==> src/rtl/sd_pkg.sv <==
package sd_pkg;
  typedef enum logic [1:0] {
    EV_ALLOC = 2'd0,
    EV_READ  = 2'd1,
    EV_WRITE = 2'd2,
    EV_FLUSH = 2'd3
  } ev_kind_t;
endpackage

==> src/rtl/sd_hist_update.sv <==
module sd_hist_update
  import sd_pkg::*;
#(
  parameter int NODE_W = 4,
  parameter int CNT_W  = 2,
  localparam int NODES = 1 << NODE_W
) (
  input  ev_kind_t          kind,
  input  logic [NODE_W-1:0] node,
  input  logic              c_hw,
  input  logic [NODE_W-1:0] c_wr,
  input  logic [CNT_W-1:0]  c_rc,
  input  logic [CNT_W-1:0]  c_rp,
  input  logic [NODES-1:0]  c_seen,
  output logic              n_hw,
  output logic [NODE_W-1:0] n_wr,
  output logic [CNT_W-1:0]  n_rc,
  output logic [CNT_W-1:0]  n_rp,
  output logic [NODES-1:0]  n_seen,
  output logic              hit
);
  localparam logic [CNT_W-1:0] CMAX = {CNT_W{1'b1}};
  localparam logic [CNT_W-1:0] CPRE = CMAX - 1'b1;

  logic same_writer;
  assign same_writer = c_hw && (node == c_wr);

  always_comb begin
    n_hw   = c_hw;
    n_wr   = c_wr;
    n_rc   = c_rc;
    n_rp   = c_rp;
    n_seen = c_seen;
    hit    = 1'b0;
    case (kind)
      EV_READ: begin
        if (!same_writer && !c_seen[node]) begin
          n_seen[node] = 1'b1;
          if (c_rc != CMAX) n_rc = c_rc + 1'b1;
        end
      end
      EV_WRITE: begin
        n_rc   = '0;
        n_seen = '0;
        if (same_writer) begin
          if (c_rc != '0 && c_rp != CMAX) begin
            n_rp = c_rp + 1'b1;
            hit  = (c_rp == CPRE);
          end
        end else begin
          n_hw = 1'b1;
          n_wr = node;
          n_rp = '0;
        end
      end
      default: begin
        n_hw   = 1'b0;
        n_wr   = '0;
        n_rc   = '0;
        n_rp   = '0;
        n_seen = '0;
      end
    endcase
  end
endmodule

==> src/rtl/sd_entry_store.sv <==
module sd_entry_store #(
  parameter int SLOTS = 16,
  parameter int WIDTH = 25,
  localparam int SLOT_W = $clog2(SLOTS)
) (
  input  logic              clk,
  input  logic              we,
  input  logic [SLOT_W-1:0] waddr,
  input  logic [WIDTH-1:0]  wdata,
  input  logic [SLOT_W-1:0] raddr,
  output logic [WIDTH-1:0]  rdata
);
  logic [WIDTH-1:0] mem [SLOTS];

  always_ff @(posedge clk) begin
    if (we) mem[waddr] <= wdata;
  end

  assign rdata = mem[raddr];
endmodule

==> src/rtl/share_pattern_detect.sv <==
module share_pattern_detect
  import sd_pkg::*;
#(
  parameter int SLOTS  = 16,
  parameter int NODE_W = 4,
  parameter int CNT_W  = 2,
  localparam int SLOT_W = $clog2(SLOTS),
  localparam int NODES  = 1 << NODE_W
) (
  input  logic              clk,
  input  logic              rst,
  input  logic              ev_valid,
  input  logic [1:0]        ev_kind,
  input  logic [SLOT_W-1:0] ev_slot,
  input  logic [NODE_W-1:0] ev_node,
  output logic              out_valid,
  output logic [NODE_W-1:0] out_writer,
  output logic [CNT_W-1:0]  out_readers,
  output logic [CNT_W-1:0]  out_repeat,
  output logic              out_pc_mark,
  output logic              pc_hit,
  output logic [NODE_W-1:0] pc_node
);
  localparam int ENT_W  = 1 + NODE_W + 2 * CNT_W + NODES;
  localparam int O_SEEN = 0;
  localparam int O_RP   = NODES;
  localparam int O_RC   = O_RP + CNT_W;
  localparam int O_WR   = O_RC + CNT_W;
  localparam int O_HW   = O_WR + NODE_W;
  localparam logic [CNT_W-1:0] CMAX = {CNT_W{1'b1}};

  logic [ENT_W-1:0] cur, nxt;
  logic              n_hw, hit;
  logic [NODE_W-1:0] n_wr;
  logic [CNT_W-1:0]  n_rc, n_rp;
  logic [NODES-1:0]  n_seen;

  sd_entry_store #(.SLOTS(SLOTS), .WIDTH(ENT_W)) u_store (
    .clk   (clk),
    .we    (ev_valid && !rst),
    .waddr (ev_slot),
    .wdata (nxt),
    .raddr (ev_slot),
    .rdata (cur)
  );

  sd_hist_update #(.NODE_W(NODE_W), .CNT_W(CNT_W)) u_upd (
    .kind   (ev_kind_t'(ev_kind)),
    .node   (ev_node),
    .c_hw   (cur[O_HW]),
    .c_wr   (cur[O_WR +: NODE_W]),
    .c_rc   (cur[O_RC +: CNT_W]),
    .c_rp   (cur[O_RP +: CNT_W]),
    .c_seen (cur[O_SEEN +: NODES]),
    .n_hw   (n_hw),
    .n_wr   (n_wr),
    .n_rc   (n_rc),
    .n_rp   (n_rp),
    .n_seen (n_seen),
    .hit    (hit)
  );

  assign nxt = {n_hw, n_wr, n_rc, n_rp, n_seen};

  always_ff @(posedge clk) begin
    if (rst) begin
      out_valid   <= 1'b0;
      out_writer  <= '0;
      out_readers <= '0;
      out_repeat  <= '0;
      out_pc_mark <= 1'b0;
      pc_hit      <= 1'b0;
      pc_node     <= '0;
    end else begin
      out_valid   <= ev_valid;
      pc_hit      <= ev_valid && hit;
      if (ev_valid) begin
        out_writer  <= n_wr;
        out_readers <= n_rc;
        out_repeat  <= n_rp;
        out_pc_mark <= (n_rp == CMAX);
        pc_node     <= n_wr;
      end
    end
  end
endmodule

==> config.mk <==
export PLATFORM = sky130hd
export DESIGN_NAME = share_pattern_detect
export DESIGN_NICKNAME = d
export VERILOG_FILES = /design/src/rtl/sd_pkg.sv /design/src/rtl/sd_hist_update.sv /design/src/rtl/sd_entry_store.sv /design/src/rtl/share_pattern_detect.sv
export SDC_FILE = /design/constraint.sdc
export NUM_CORES = 1
export LEC_CHECK = 0
export BUFFER_PORTS_ARGS = -buffer_cell sky130_fd_sc_hd__buf_2
export CAP_MARGIN = 20
export CELL_PAD_IN_SITES_DETAIL_PLACEMENT = 0
export CELL_PAD_IN_SITES_GLOBAL_PLACEMENT = 1
export CORE_UTILIZATION = 35
export DETAILED_ROUTE_END_ITERATION = 6
export PLACE_DENSITY = 0.56
export SETUP_SLACK_MARGIN = 0.1
export SLEW_MARGIN = 20
export SYNTH_ARGS = -nofsm -noshare
export SYNTH_HDL_FRONTEND = slang
export SYNTH_HIERARCHICAL = 1
export SYNTH_SLANG_ARGS = --single-unit
export TNS_END_PERCENT = 100
==> constraint.sdc <==
create_clock -name clk -period 4.4 [get_ports clk]
set_input_delay 0.88 -clock clk [delete_from_list [all_inputs] [get_ports clk]]
set_output_delay 0.88 -clock clk [all_outputs]
set_load 0.005 [all_outputs]
==> impl_metrics.py, run 1 <==
metrics = {
    "status": {
        "status": "completed",
    },
    "sta": {
        "setup_viol": 0,
        "hold_violations": 0,
        "drv_slew": 0,
        "period_share": 0.8405,
        "worstMarginPinSlew_ps": 939.1,
        "rsz0062_at_grt": "false",
        "fin_crit_ps": 3698,
        "relSlewSlack": 0.3716,
        "hold_ws_ps": 475.9,
        "fin_ws_ps": 701.7,
        "max_freq_ghz": 0.2704,
        "skew_ps": 17.90,
        "tns_ps": 0,
    },
    "global_routing": {
        "grt_use_met2": 0.2945,
        "grt_overflow": 0,
        "grtUsageMet1": 0.2257,
        "grt_max_degree": 27,
        "grtUsageTotal": 0.1711,
        "antenna_found_initial": 0,
        "use_met3": 0.02544,
        "grt_pass1_wl_um": 57590,
        "first_global_vias": 8371,
        "grt.busiest_layer": "met2",
    },
    "synth": {
        "synth_top_area_share": 0.7402,
        "muxShareOfSynthArea": 0.1516,
        "synthFlopType": "edfxtp_1",
        "seq_area_frac_synth": 0.7537,
        "synthCells": 778,
        "synthAdderAreaFrac": 0.003855,
        "synthArstFlopShare": 0,
        "synth_area_leaders": "edfxtp_1 74%, mux4_2 14%, a22oi_1 2.5%",
        "synth-compound-area-share": 0.04102,
        "synth_top_family_by_area": "multiplexers",
        "synth_top_area_cell": "edfxtp_1",
        "synth_edf_count": 400,
        "ys_ff_latch": 411,
        "synth.avg_cell_area_sq_um": 20.86,
        "synth_area_sq_um": 16230,
        "syn_nets": 796,
        "synth_simple_gate_area_frac": 0.03030,
        "synth_cell_types": 40,
        "synth-xor-area-share": 0.001079,
        "ys.warnings.count": 6,
    },
    "setup_path": {
        "crit_slowest_cell": "mux4_1",
        "critPathMaxStageDelay_ps": 550,
        "endpoint_kind": "flop",
        "critPathKind": "input pin to flop",
        "crit_fanout": 25,
        "path_cells": "buf_6 > buf_12 > buf_4 > mux4_2 > a22oi_1 > nand2_1 > mux4_1 > mux2i_4 > o311ai_4 > nor4_1 > o21a_1 > buf_12",
        "r2r_setup_slack_ps": 1230,
        "r2r_end": "out_readers[0]",
        "required_ps": 4810,
        "r2r-start": "u_store/mem[0][23]",
        "worstSetupStartpointType": "input pin",
        "crit_top_cell": "buf_12",
        "arrival_ps": 4110,
        "rr_worst_depth": 11,
    },
    "clock_tree": {
        "clockRootBuffer": "clkbuf_16",
        "cts_setup_buffers": 0,
        "clock_sinks": 411,
        "hold_buffers": 0,
        "cts_resized": 0,
        "clkTransAtPathRegs_ps": 60,
        "numCtsBuffers": 42,
        "htree_levels": 2,
        "clockBufferDepth": 3,
        "cts_tree": "built",
        "clock_latency_ps": 550,
    },
    "min_path": {
        "hold_start": "out_pc_mark",
        "hold_path.class": "flop to flop",
        "hold_end": "out_pc_mark",
        "holdPathStages": 2,
    },
    "die": {
        "coreArea_sq_um": 45580,
        "initial_utilization": 0.3561,
        "core.rowCount": 78,
        "die_area_sq_um": 47230,
        "die_width_um": 217.3,
        "die_y_um": 217.3,
        "io_pins": 28,
    },
    "drt": {
        "viasPerCell": 5.282,
        "num_vias": 8002,
        "drc": 0,
        "postRouteAntennaNets": 0,
        "first_pass_iters": 4,
        "finalWirelength_um": 39150,
        "drt_iter0_drc": 656,
        "wl_per_cell_um": 25.84,
    },
    "placement": {
        "pre_cts_ws_ps": 147.6,
        "io_buffers": 27,
        "dpl.cell_count": 1441,
        "dpl.hpwl_um": 22410,
        "place_congestion": 0.7386,
    },
    "power": {
        "ir_drop_uv": 224.1,
        "seqPwrFrac": 0.529,
        "pwr-share-comb": 0.064,
        "power_density_nw_per_um2": 428.1,
        "power_w": 0.008194,
        "leakage_nw": 6.248,
        "clkPwrFrac": 0.407,
        "swShare": 0.2132,
        "switching_power_w": 0.001747,
        "p_int_w": 0.006447,
    },
    "layout": {
        "drive_above_1_share": 0.3206,
        "final_cell_mix": "400 x edfxtp_1, 101 x mux4_2, 62 x buf_4",
        "finalNonFillerCells": 1515,
        "syn_to_final_growth_pct": 17.95,
        "nNetsFinal": 903,
        "final_common_cell": "edfxtp_1",
    },
    "job": {
        "cap_violations": 0,
    },
}
[cell usage after synthesis (3+ instances only)]
cell      count
or3_1         3
a21oi_1       5
mux4_2      101
buf_2         5
inv_1         8
buf_1         8
nor3_1        6
nand2_1      33
mux2i_1      11
nor2b_1      14
nand2b_1      4
a41oi_1       8
buf_6         6
clkbuf_1     16
nor2_1       32
a22oi_1      54
nor4_1        3
and2_1        3
dfxtp_1      11
o21a_1        8
ha_1          5
buf_4        11
edfxtp_1    400
[through the flow]
stage,cell area (sq um),utilization
global placement,17870,0.3921
global route,19140,0.4199
finish,19140,0.4200
floorplan,16230,-
CTS,19130,0.4198
detailed placement,17870,0.3921
[worst max-delay path: cells and delay by family]
kind / cells / cell delay (ps)
mux: 3 / 1260
buf+inv: 4 / 890
compound gates: 3 / 640
simple gates: 2 / 390
[power by group through the flow]
stage,Combinational (W),Clock (W),Sequential (W)
after floorplan,0.000316,0,0.00442
after global placement,0.000525,0,0.00442
after detailed placement,0.000528,0,0.00442
after CTS,0.000530,0.00342,0.00434
after global routing,0.000566,0.00356,0.00434
final,0.000522,0.00334,0.00434
[final cells by class]
| class | instances | area, sq um |
|---|---|---|
| clock buffer | 50 | 1102 |
| multi-input combinational | 312 | 3835 |
| tap | 600 | 750.7 |
| timing repair buffer | 109 | 1022 |
| inverter | 9 | 33.78 |
| antenna | 1 | 2.502 |
| fill | 3926 | 26440 |
| sequential | 411 | 12230 |
| clock inverter | 23 | 162.7 |
[routing by layer]
metal,up-vias,routed length (um),share of wire
met4,0,742,0.019
met5,-,0,0
met2,181,20070,0.51
met1,4294,16660,0.43
li1,3474,-,-
met3,53,1676,0.043
[sequential cells by signal, summed over array words and instances (netlist names)]
register and count:
out_readers 2, out_repeat 2, out_valid 1, out_pc_mark 1, pc_hit 1, pc_node 4
u_store/mem 400
[kinds of logic after synthesis]
family,after synthesis
flops,411
mux,115
simple gates,105
compound gates,85
buf+inv,55
fa+ha+maj,5
xor+xnor,2
[worst max path at each step]
stage / start / end
2_1_floorplan: ev_slot[0] / u_store/mem[0][19]
5_1_grt: ev_slot[0] / u_store/mem[11][6]
4_1_cts: ev_slot[0] / u_store/mem[13][6]
6_report: ev_slot[0] / u_store/mem[1][4]
3_5_place_dp: ev_slot[0] / u_store/mem[15][6]
3_3_place_gp: ev_slot[0] / u_store/mem[12][12]
Note: power is estimated with default switching activity, not from simulation.
==> run 2, diff against run 1 <==
- clock period: 4.4 -> 3.9 ns (I/O delays scaled with it)
==> run 2 against run 1 <==
Critical path type unchanged. Clock power up 22%. Utilization rose by 0.75 points. Routed wire length grew 2.3%. Global-route usage up 0.46 points. Critical endpoint is now out_pc_mark. Die area did not move. Final area up 1.8%. Via count rose by 1.7%. Register-to-register slack worse by 550 ps. Power grew 17%.
==> impl_metrics.py, run 2 (same netlist as run 1, synthesis figures left out) <==
metrics = {
    "power": {
        "power_w": 0.009595,
        "switching_power_w": 0.001993,
        "ir_drop_uv": 259.4,
        "leakage_nw": 6.403,
        "swShare": 0.2077,
        "clkPwrFrac": 0.426,
        "seqPwrFrac": 0.510,
        "power_density_nw_per_um2": 492.5,
        "pwr-share-comb": 0.065,
        "p_int_w": 0.007601,
    },
    "drt": {
        "wl_per_cell_um": 26.04,
        "finalWirelength_um": 40050,
        "drc": 0,
        "first_pass_iters": 5,
        "postRouteAntennaNets": 0,
        "viasPerCell": 5.291,
        "num_vias": 8137,
        "drt_iter0_drc": 687,
    },
    "min_path": {
        "hold_end": "out_pc_mark",
        "hold_path.class": "flop to flop",
        "hold_start": "out_pc_mark",
        "holdPathStages": 2,
    },
    "status": {
        "status": "completed",
    },
    "die": {
        "core.rowCount": 78,
        "die_y_um": 217.3,
        "initial_utilization": 0.3561,
        "die_area_sq_um": 47230,
        "die_width_um": 217.3,
        "coreArea_sq_um": 45580,
        "io_pins": 28,
    },
    "clock_tree": {
        "clockRootBuffer": "clkbuf_16",
        "htree_levels": 2,
        "cts_tree": "built",
        "clockBufferDepth": 3,
        "clock_sinks": 411,
        "numCtsBuffers": 43,
        "clkTransAtPathRegs_ps": 50,
        "clock_latency_ps": 560,
        "hold_buffers": 0,
    },
    "layout": {
        "ff_latch_area_sq_um": 12230,
        "multi_input_area_sq_um": 3840,
        "nNetsFinal": 924,
        "nFillCells": 3931,
        "syn_to_final_growth_pct": 20.05,
        "largest_register_ff_count": 400,
        "finalInstanceArea_sq_um": 19480,
        "num_antenna_cells": 0,
        "reg.largest.list": "u_store/mem (400), pc_node (4)",
        "final_common_cell": "edfxtp_1",
        "drive_above_1_share": 0.3412,
        "max_flop_register": "u_store/mem",
        "final_cell_mix": "400 x edfxtp_1, 101 x mux4_2, 77 x buf_4",
    },
    "sta": {
        "fin_crit_ps": 3513,
        "setup_viol": 0,
        "worstMarginPinSlew_ps": 975.0,
        "relSlewSlack": 0.3476,
        "skew_ps": 14.74,
        "hold_violations": 0,
        "drv_slew": 0,
        "period_share": 0.9008,
        "max_freq_ghz": 0.2846,
        "hold_ws_ps": 467.8,
        "tns_ps": 0,
        "rsz0062_at_grt": "false",
    },
    "global_routing": {
        "first_global_vias": 8494,
        "use_met3": 0.02809,
        "grt_use_met2": 0.2839,
        "grt_max_degree": 29,
        "grtUsageMet1": 0.2452,
        "grt.busiest_layer": "met2",
        "grt_overflow": 0,
        "grtUsageTotal": 0.1757,
        "antenna_found_initial": 1,
        "grt_pass1_wl_um": 58930,
    },
    "setup_path": {
        "worstSetupStartpointType": "input pin",
        "crit_slowest_cell": "mux4_2",
        "crit_family": "buffers and inverters",
        "rr_worst_depth": 7,
        "arrival_ps": 4000,
        "endpoint_kind": "flop",
        "crit_top_cell": "buf_4",
        "required_ps": 4390,
        "r2r-start": "u_store/mem[11][0]",
        "crit_fanout": 28,
        "crit_buf_inv": 4,
        "critPathKind": "input pin to flop",
        "path_cells": "buf_12 > buf_4 > buf_4 > mux4_2 > a22oi_1 > nand2_1 > ha_1 > o21bai_1 > nor2_1 > a21oi_1 > or3_1 > a21oi_2 > buf_4 > nand3_1 > a21oi_1",
        "critPathMaxStageDelay_ps": 530,
        "r2r_setup_slack_ps": 680,
        "r2r_end": "u_store/mem[4][1]",
    },
    "job": {
        "cap_violations": 0,
    },
    "placement": {
        "place_congestion": 0.7966,
        "place_area_sq_um": 18060,
        "io_buffers": 27,
        "dpl.hpwl_um": 24020,
    },
}
## run 2: changes by cell type in the layout (fill, tap and decap cells not counted), moves of 3 or more
cell	change
clkinv_1	-6
nor2b_1	-5
clkbuf_1	+10
bufinv_16	+3
buf_4	+15
clkinvlp_4	+3
nor2b_2	+7
buf_12	+5
clkinv_2	-5
## run 2: power by group through the flow
stage | clock, W | combinational (W) | sequential [W]
after floorplan | 0 | 0.000358 | 0.00498
after global placement | 0 | 0.000620 | 0.00499
after detailed placement | 0 | 0.000625 | 0.00499
after CTS | 0.00417 | 0.000626 | 0.00489
after global routing | 0.00433 | 0.000671 | 0.00489
final | 0.00408 | 0.000620 | 0.00489
## run 2: worst max-delay path by stage
stage,startpoint,end,depth (start not counted)
after floorplan,ev_slot[0],out_readers[0],12
after global placement,ev_slot[0],out_pc_mark,15
after detailed placement,ev_slot[0],u_store/mem[1][11],8
after CTS,ev_slot[0],u_store/mem[2][11],8
after global routing,ev_slot[0],out_pc_mark,15
final,ev_slot[0],out_pc_mark,15
## run 2: metal layers
metal | up-vias | routed length, um | share of wire
li1 | 3520 | - | -
met2 | 184 | 19580 | 0.49
met4 | 0 | 736 | 0.018
met5 | - | 0 | 0
met1 | 4388 | 17990 | 0.45
met3 | 45 | 1749 | 0.044
## run 2: worst register-to-register path, cell delays in order, from the launching register on
cell,delay [ps]
edfxtp_1,380
mux4_2,470
a22oi_1,200
nand2_1,140
mux4_2,500
o21ai_2,340
a41oi_1,170
nor2b_1,700
## run 2: metrics by stage
| stage | utilization | setup slack, ps | instances |
|---|---|---|---|
| 2_1_floorplan | - | 163.6 | 778 |
| 3_3_place_gp | 0.3961 | -376.0 | 1460 |
| 3_5_place_dp | 0.3963 | -424.7 | 1461 |
| 4_1_cts | 0.4268 | 157.8 | 1538 |
| 5_1_grt | 0.4275 | 187.7 | 1538 |
| 6_report | 0.4275 | 386.8 | 1538 |
## run 2: layout make-up
class,count,area share
Clock buffer,62,0.06108
Clock inverter,15,0.01034
Tap cell,600,0.03853
Multi-Input combinational cell,312,0.1971
Sequential cell,411,0.6278
Timing Repair Buffer,129,0.06339
Inverter,9,0.001734
## run 2: what timing repair did
item | 4_1_cts | 5_1_grt
setup buffers | 0 | 0
gates resized for setup | 0 | 9
endpoints found under the setup margin | 0 | 284
